===== config.mk =====
export PLATFORM = sky130hd
export DESIGN_NAME = dual_cmp_timer
export DESIGN_NICKNAME = d
export VERILOG_FILES = /design/src/rtl/timer_pkg.sv /design/src/rtl/tmr_cmp_bank.sv /design/src/rtl/tmr_match.sv /design/src/rtl/tmr_out_flag.sv /design/src/rtl/dual_cmp_timer.sv
export SDC_FILE = /design/constraint.sdc
export NUM_CORES = 1
export LEC_CHECK = 0
export ABC_AREA = 1
export BUFFER_PORTS_ARGS = -buffer_cell sky130_fd_sc_hd__buf_2
export CORE_ASPECT_RATIO = 2
export CORE_MARGIN = 1.5
export CORE_UTILIZATION = 62
export DETAILED_ROUTE_END_ITERATION = 16
export GPL_TIMING_DRIVEN = 0
export HOLD_SLACK_MARGIN = 0.06
export PLACE_DENSITY = 0.83
export SETUP_SLACK_MARGIN = 0.5
export SLEW_MARGIN = 10
export SYNTH_ARGS = -nofsm -noshare
export SYNTH_HDL_FRONTEND = slang
export SYNTH_SLANG_ARGS = --single-unit

===== constraint.sdc =====
create_clock -name clk_i -period 2.8 [get_ports clk_i]
set_input_delay 0.14 -clock clk_i [delete_from_list [all_inputs] [get_ports clk_i]]
set_output_delay 0.14 -clock clk_i [all_outputs]
set_load 0.005 [all_outputs]

===== src/rtl/timer_pkg.sv =====
package timer_pkg;
  localparam logic [3:0] OM_CLR = 4'b0001;
  localparam logic [3:0] OM_SET = 4'b0010;
  localparam logic [3:0] OM_TGL = 4'b0011;
  localparam logic [3:0] OM_ALT = 4'b0100;
  localparam int unsigned NUM_CMP = 2;
endpackage


===== src/rtl/tmr_cmp_bank.sv =====
module tmr_cmp_bank
  import timer_pkg::*;
#(
  parameter int unsigned W = 16
) (
  input  logic                       clk_i,
  input  logic                       rst_ni,
  input  logic [W-1:0]               wdata_i,
  input  logic [NUM_CMP-1:0]         cmp_wr_i,
  input  logic [NUM_CMP-1:0]         ld_wr_i,
  input  logic [NUM_CMP-1:0]         ld_en_i,
  input  logic [NUM_CMP-1:0]         evt_i,
  output logic [NUM_CMP-1:0][W-1:0]  comp_o
);
  logic [NUM_CMP-1:0][W-1:0] comp_q, ld_q;

  for (genvar g = 0; g < NUM_CMP; g++) begin : g_cmp
    // compare 1 resets to the top of range, compare 2 to the bottom
    localparam logic [W-1:0] RstVal = (g == 0) ? {W{1'b1}} : {W{1'b0}};
    always_ff @(posedge clk_i or negedge rst_ni) begin
      if (!rst_ni) begin
        comp_q[g] <= RstVal;
        ld_q[g]   <= '0;
      end else begin
        if (ld_wr_i[g]) ld_q[g] <= wdata_i;
        if (cmp_wr_i[g])                 comp_q[g] <= wdata_i;
        else if (evt_i[g] && ld_en_i[g]) comp_q[g] <= ld_q[g];
      end
    end

    assert_preload_xfer_R10: assert property (@(posedge clk_i) disable iff (!rst_ni)
      (evt_i[g] && ld_en_i[g] && !cmp_wr_i[g]) |=> (comp_q[g] == $past(ld_q[g])));
  end

  assign comp_o = comp_q;
endmodule


===== src/rtl/tmr_match.sv =====
module tmr_match
  import timer_pkg::*;
#(
  parameter int unsigned W = 16
) (
  input  logic [W-1:0] cnt_i,
  input  logic [W-1:0] comp1_i,
  input  logic [W-1:0] comp2_i,
  input  logic         en_i,
  input  logic         dir_down_i,
  input  logic [1:0]   cmp_mode_i,
  input  logic         alt_i,
  input  logic         flag_i,
  output logic         hit1_o,
  output logic         hit2_o,
  output logic [W-1:0] cnt_nxt_o
);
  logic eq1, eq2, up, wrap;
  logic [W-1:0] wrap_val;

  assign eq1 = (cnt_i == comp1_i);
  assign eq2 = (cnt_i == comp2_i);

  always_comb begin
    if (alt_i) begin
      // live compare chosen by flag state; every phase timed from zero
      up       = 1'b1;
      hit1_o   = en_i && !flag_i && eq1;
      hit2_o   = en_i &&  flag_i && eq2;
      wrap     = hit1_o || hit2_o;
      wrap_val = '0;
    end else begin
      up       = !dir_down_i;
      wrap     = en_i && (up ? eq1 : eq2);
      wrap_val = up ? comp2_i : comp1_i;
      hit1_o   = en_i &&  up && eq1 && cmp_mode_i[1];
      hit2_o   = en_i && !up && eq2 && cmp_mode_i[0];
    end
    if (!en_i)     cnt_nxt_o = cnt_i;
    else if (wrap) cnt_nxt_o = wrap_val;
    else if (up)   cnt_nxt_o = cnt_i + 1'b1;
    else           cnt_nxt_o = cnt_i - 1'b1;
  end
endmodule


===== src/rtl/tmr_out_flag.sv =====
module tmr_out_flag
  import timer_pkg::*;
(
  input  logic       clk_i,
  input  logic       rst_ni,
  input  logic       hit1_i,
  input  logic       hit2_i,
  input  logic [3:0] out_mode_i,
  input  logic       force_i,
  input  logic       force_val_i,
  output logic       flag_o,
  output logic       match1_o,
  output logic       match2_o
);
  logic flag_q, flag_d, hit;

  assign hit = hit1_i || hit2_i;

  always_comb begin
    flag_d = flag_q;
    if (force_i) flag_d = force_val_i;
    else if (hit) begin
      unique case (out_mode_i)
        OM_CLR:         flag_d = 1'b0;
        OM_SET:         flag_d = 1'b1;
        OM_TGL, OM_ALT: flag_d = !flag_q;
        default:        flag_d = flag_q;
      endcase
    end
  end

  always_ff @(posedge clk_i or negedge rst_ni) begin
    if (!rst_ni) begin
      flag_q   <= 1'b0;
      match1_o <= 1'b0;
      match2_o <= 1'b0;
    end else begin
      flag_q   <= flag_d;
      match1_o <= hit1_i;
      match2_o <= hit2_i;
    end
  end

  assign flag_o = flag_q;

  assert_force_wins_R9: assert property (@(posedge clk_i) disable iff (!rst_ni)
    force_i |=> (flag_q == $past(force_val_i)));
  assert_flag_quiet_R4: assert property (@(posedge clk_i) disable iff (!rst_ni)
    (!force_i && !hit) |=> $stable(flag_q));
  assert_set_mode_R6: assert property (@(posedge clk_i) disable iff (!rst_ni)
    (hit && !force_i && out_mode_i == OM_SET) |=> flag_q);
  assert_one_match_R8: assert property (@(posedge clk_i) disable iff (!rst_ni)
    $onehot0({match1_o, match2_o}));
endmodule


===== src/rtl/dual_cmp_timer.sv =====
module dual_cmp_timer
  import timer_pkg::*;
#(
  parameter int unsigned W = 16
) (
  input  logic         clk_i,
  input  logic         rst_ni,
  input  logic         en_i,
  input  logic         dir_down_i,
  input  logic [W-1:0] wdata_i,
  input  logic         cmp1_wr_i,
  input  logic         cmp2_wr_i,
  input  logic         ld1_wr_i,
  input  logic         ld2_wr_i,
  input  logic         ld1_en_i,
  input  logic         ld2_en_i,
  input  logic [1:0]   cmp_mode_i,
  input  logic [3:0]   out_mode_i,
  input  logic         force_i,
  input  logic         force_val_i,
  output logic [W-1:0] cnt_o,
  output logic         match1_o,
  output logic         match2_o,
  output logic         flag_o
);
  logic [NUM_CMP-1:0][W-1:0] comp;
  logic [W-1:0] cnt_q, cnt_nxt;
  logic hit1, hit2, alt;

  assign alt = (out_mode_i == OM_ALT);

  tmr_cmp_bank #(.W(W)) u_bank (
    .clk_i    (clk_i),
    .rst_ni   (rst_ni),
    .wdata_i  (wdata_i),
    .cmp_wr_i ({cmp2_wr_i, cmp1_wr_i}),
    .ld_wr_i  ({ld2_wr_i, ld1_wr_i}),
    .ld_en_i  ({ld2_en_i, ld1_en_i}),
    .evt_i    ({match2_o, match1_o}),
    .comp_o   (comp)
  );

  tmr_match #(.W(W)) u_match (
    .cnt_i      (cnt_q),
    .comp1_i    (comp[0]),
    .comp2_i    (comp[1]),
    .en_i       (en_i),
    .dir_down_i (dir_down_i),
    .cmp_mode_i (cmp_mode_i),
    .alt_i      (alt),
    .flag_i     (flag_o),
    .hit1_o     (hit1),
    .hit2_o     (hit2),
    .cnt_nxt_o  (cnt_nxt)
  );

  tmr_out_flag u_flag (
    .clk_i       (clk_i),
    .rst_ni      (rst_ni),
    .hit1_i      (hit1),
    .hit2_i      (hit2),
    .out_mode_i  (out_mode_i),
    .force_i     (force_i),
    .force_val_i (force_val_i),
    .flag_o      (flag_o),
    .match1_o    (match1_o),
    .match2_o    (match2_o)
  );

  always_ff @(posedge clk_i or negedge rst_ni) begin
    if (!rst_ni) cnt_q <= '0;
    else         cnt_q <= cnt_nxt;
  end

  assign cnt_o = cnt_q;

  assert_hold_cnt_R4: assert property (@(posedge clk_i) disable iff (!rst_ni)
    !en_i |=> $stable(cnt_q));
  assert_hold_match_R4: assert property (@(posedge clk_i) disable iff (!rst_ni)
    !en_i |=> (!match1_o && !match2_o));
  assert_alt_restart_R7: assert property (@(posedge clk_i) disable iff (!rst_ni)
    ((match1_o || match2_o) && $past(alt)) |-> (cnt_q == '0));
endmodule


Yosys cells after proc, flatten, opt, wreduce, memory -nomap -nowiden. Cells that the tools add are included.

Output and inout port bits: 19. Flip-flop bits (word level): 83. Input bits: 34. Word-level logic and storage cells: 55.

Add/subtract/negate cells: 2. Mux-type cells: 16. Reduce and logical (&&, ||, !) cells: 23. Eq/ne operators: 6.

Operator list (number): $mux 16 (8); $eq 16x16->1 (2); $add 16x1->16 const B (1); $sub 16x1->16 const B (1); $logic_and 1x1->1 (13); $eq 4x2->1 const B (2); $mux 1 (7); $reduce_bool 2->1 (3); $eq 4x1->1 const B (1); $eq 4x3->1 const B (1); $reduce_bool 4->1 (1); $pmux 1 s3 (1); $logic_not 1->1 (2); $logic_or 1x1->1 (2); $reduce_and 2->1 (1); $reduce_or 2->1 (1).

Longest topological paths before layout.
Depth after elaboration: 8. Depth in mapped cells: 20. Gate-level depth less buffers: 19.

By module. From an unflattened synthesis, not the netlist that was laid out.

Cell total of the unflattened synthesis: 946. Area, all modules: 5948.2 sq um.

By module, submodules not included: tmr_cmp_bank (area each 3051.7 sq um, cells each 378, times used 1, sequential area each 1621.6 sq um); tmr_match (area each 2326.0 sq um, cells each 525, times used 1, sequential area each 0.0 sq um); dual_cmp_timer (area each 422.9 sq um, cells each 22, times used 1, sequential area each 400.4 sq um); tmr_out_flag (area each 147.6 sq um, cells each 21, times used 1, sequential area each 75.1 sq um).

Worst setup path after synthesis. No wires, ideal clock.

Path kind: register to register. Start: register u_bank.comp_q, in the netlist u_bank.comp_o[4]. End: register cnt_q[3] (netlist: cnt_o[3]). Stages on the path, launching flop included: 13. Clock period less this slack: 1.679 ns. Arrival time: 1.555 ns. Path slack: 1.121 ns. Data required time: 2.676 ns. Setup time: 0.124 ns. Buffers on the path: 1. Path through: dfstp_2 > inv_1 > nand2_1 > nand2_1 > nor2_1 > nand2_1 > nor2_1 > nand4_1 > nand3_1 > nand2_2 > buf_2 > a21oi_1 > a21oi_1.

Word-level cells in the longest chain between the ends: 5. Elaborated cells between the ends (all ways): 7. Those cells by class: eq/ne: 1; mux: 3; reduce/logical: 3.

Ends and longest elaborated chain: start, declared (line tmr_cmp_bank.sv:15) `logic [NUM_CMP-1:0][W-1:0] comp_q, ld_q;`; start signal, assigned by index (line tmr_cmp_bank.sv:22) `comp_q[g] <= RstVal;`; start signal, assigned by index (line tmr_cmp_bank.sv:26) `if (cmp_wr_i[g]) comp_q[g] <= wdata_i;`; start signal, assigned by index (line tmr_cmp_bank.sv:27) `else if (evt_i[g] && ld_en_i[g]) comp_q[g] <= ld_q[g];`; $eq 16x16->1 * (line tmr_match.sv:21) `assign eq1 = (cnt_i == comp1_i);`; $mux 1 / $logic_and 1x1->1 (equally long branches) (line tmr_match.sv:34, tmr_match.sv:28); $logic_and 1x1->1 / $logic_or 1x1->1 (equally long branches) (line tmr_match.sv:34, tmr_match.sv:30); $mux 1 * (line tmr_match.sv:25) `if (alt_i) begin`; $mux 16 * (line tmr_match.sv:40) `else if (wrap) cnt_nxt_o = wrap_val;`; end signal, assigned (line dual_cmp_timer.sv:72) `else cnt_q <= cnt_nxt;`; end, declared (line dual_cmp_timer.sv:27) `logic [W-1:0] cnt_q, cnt_nxt;`.

Mark *: on every way between the ends. The rest lies on a longest branch, timed or not. A chain may end at the register's enable or synchronous reset.

Worst setup path in the final report.
Start: register cnt_q[1] (netlist: cnt_o[1]). End: register cnt_q[1] (netlist: cnt_o[1]).

Word-level cells in the longest chain between the ends: 5. Elaborated cells between the ends (all ways): 12. Those cells by class: add/sub: 2; eq/ne: 2; mux: 4; reduce/logical: 4.

Ends and longest elaborated chain (line): branches (longest 4 deep; another with $sub 16x1->16); $mux 16 * (tmr_match.sv:40).

Mark *: on every way between the ends.

==> results.ini <==
[yosys]
synth-seq-area-share_pct = 39.0
synth_edf_count = 0
yosys.area.top_type = dfrtp_1
synthSimpleGateAreaFrac_pct = 30.8
syn-cell-area_um2 = 5370
yosys.area_share.xor_xnor_pct = 1.96
ys_ff_latch = 83
synth_compound_area_share_pct = 16.4
synth.net_count = 825
synth-main-ff-cell = dfrtp_1
ys_types = 33
yosys.area.top_type_share_pct = 31.2
ys_warn_count = 0
netlist_instances = 790
async_flop_share_pct = 100
synth_top_family_by_area = simple AND/OR/NAND/NOR gates
synthAdderAreaFrac_pct = 0.233
yosys-top-cells-area = dfrtp_1, nand2_1, dfstp_2, o21ai_0, inv_1
synth_mux_area_share_pct = 1.26
syn_area_per_cell_um2 = 6.80

[power]
internal-power_mw = 2.59
pwr-share-comb_pct = 33.4
powerDensity_nw_per_um2 = 688
power.leakage_nw = 3.18
p_clk_share_pct = 28.9
switching_share_pct = 38.8
ir_drop_mv = 0.562
p_seq_share_pct = 37.7
switching_power_mw = 1.65

[critical_path]
worstSetupPathType = register to register
crit_top_cell = nand2_1
cp.required_ns = 3.03
path_buf_inv = 2
cp-end-kind = register
rrSetupSlack_ns = 0.62
cp_max_fo = 10
critical-path-top-delay-family = simple AND/OR/NAND/NOR gates
slowest_delay_ns = 0.44
path_cells = inv_2 > nand2_1 > nand2_1 > nor2_1 > nand2_1 > nor2_2 > nand4_1 > nand3_1 > nand2_2 > buf_4 > a21oi_1 > a21oi_1
arrival_ns = 2.41
cp-start-kind = register
critPathSlowestCell = dfrtp_2

[placement]
dp_slack_ns = 0.604
port_buffers = 50
place_hpwl_um = 12400
gp_congestion = 0.951
place_inst = 939
place_area_um2 = 5770

[timing]
tightest_slew_ns = 0.564
period_needed_ns = 2.18
hold_ws_ns = 0.0622
finalHoldViolations = 0
max_slew_margin_pct = 62.4
fmax_mhz = 458
slew_violations = 0
finClkSkew_ns = 0.00482
setup_viol = 0
fin_crit_sh_pct = 77.9
grt_setup_unrepaired = no
setup_ws_ns = 0.618
fin_tns_setup_ns = 0

[die]
die_w_um = 68.8
die_h_um = 135
pin_count = 53
initial_core_util_pct = 64.3
num_rows = 47
die_area_um2 = 9260
coreArea_um2 = 8350

[route]
wl_met1_um = 5690
via_per_inst = 5.84
routed_wl_um = 16400
routedWlPerCell_um = 17.0
drc_errors = 0
highest_layer = met4
met2_length_um = 8670
first_pass_iters = 6
ant_nets = 0
initialDrtViolationCount = 387
route.vias.total = 5611
routed-wl-met3_um = 762

[cts]
clock-sinks = 83
cts_buffers = 9
tritoncts = built
post_cts_buffers = 0
clockRootBuffer = clkbuf_16
cts.htree.levels = 3
clk_pin_slew_worst_paths_ns = 0.06
clk_latency_ns = 0.34
cts_buffer_depth = 2

[grt]
grt_pass1_vias = 5478
grt_antenna_before_repair = 0
grt_use_total_pct = 37.9
grt_pass1_wl_um = 25600
grt_max_degree = 55
overflow = 0

[layout]
antenna_cells = 0
fin_nets = 893
fillers = 675
syn_to_final_growth_pct = 14.7
final_cell_mix = nand2_1, inv_1, o21ai_0, nor2_1, dfrtp_1
layout_commonest_cell = nand2_1
drive_gt1_share_pct = 15.9
final_cell_area_um2 = 6160
fin_cells = 961

[min_path]
hold_class = input port to register

[run_status]
outcome = finished clean

[job]
drv_cap = 0

synthesized netlist by cell type, types with 4 or more instances:
master / instances
nand2_1: 263
inv_1: 91
o21ai_0: 71
nor2_1: 68
dfrtp_1: 67
nand3_1: 45
o211ai_1: 26
a21oi_1: 23
clkbuf_1: 19
dfstp_2: 16
inv_2: 14
a41oi_1: 11
xor2_1: 11
nand4_1: 10
a31oi_1: 7
buf_2: 6
mux2_2: 6
a21oi_2: 5
buf_6: 4
o21ai_1: 4
flip-flops by register name, summed over array words and instances, names as in the netlist:
register and flops:
u_bank.comp_o 32, u_bank.ld_q 32, cnt_o 16, u_flag.flag_o 1, u_flag.match1_o 1, u_flag.match2_o 1
path summary, 6_finish.rpt:
kind | startpoint | end | cells after the start
max in group asynchronous | rst_ni | u_bank.comp_o[3]$_DFFE_PN1P_ | 3
min | wdata_i[15] | u_bank.ld_q[31]$_DFFE_PN0P_ | 3
max reg2reg | cnt_o[1]$_DFFE_PN0P_ | cnt_o[1]$_DFFE_PN0P_ | 12
min reg2reg | u_bank.ld_q[13]$_DFFE_PN0P_ | u_bank.ld_q[13]$_DFFE_PN0P_ | 1
min in group asynchronous | rst_ni | u_bank.ld_q[10]$_DFFE_PN0P_ | 2
max | cnt_o[1]$_DFFE_PN0P_ | cnt_o[1]$_DFFE_PN0P_ | 12
worst min-delay path, delay by kind of cell:
kind            cells  cell delay, ns
compound gates      1            0.06
simple gates        1            0.05
buf+inv             1            0.12
stage by stage:
stage	util, %	power (mW)
floorplan	-	2.48
global placement	68.8	2.90
detailed placement	69.1	2.95
CTS	73.6	4.18
global route	73.8	4.49
finish	73.8	4.24
power by group through the flow:
stage / clock, mW / combinational [mW] / sequential (mW)
detailed placement: 0 / 1.35 / 1.60
global placement: 0 / 1.31 / 1.59
finish: 1.23 / 1.41 / 1.60
CTS: 1.23 / 1.37 / 1.58
floorplan: 0 / 0.930 / 1.55
global route: 1.28 / 1.60 / 1.61
layer usage:
metal | GRT usage [%] | vias up
met5 | 0 | -
met4 | 30.9 | 0
met3 | 7.58 | 82
met2 | 65.0 | 267
met1 | 36.8 | 2572
li1 | - | 2690
cell type report:
| class | count | area, µm² | area share, % |
|---|---|---|---|
| inverter | 105 | 394 | 6.40 |
| buffer | 32 | 160 | 2.60 |
| timing repair buffer | 57 | 340 | 5.52 |
| multi-input combinational | 570 | 2730 | 44.3 |
| sequential | 83 | 2100 | 34.1 |
| clock buffer | 10 | 239 | 3.88 |
| tap | 98 | 123 | 1.99 |
| clock inverter | 6 | 71.3 | 1.16 |
cells by family after synthesis:
family | after synthesis
simple gates | 402
compound gates | 149
buf+inv | 137
flops | 83
xor+xnor | 12
mux | 6
fa+ha+maj | 1
repair_timing:
item / 4_1_cts / 5_1_grt
endpoints found under the setup margin: 0 / 14
resized for setup: 0 / 9
hold endpoints to repair: 36 / 0
hold buffers: 6 / 0
(Power assumes the default switching activity.)
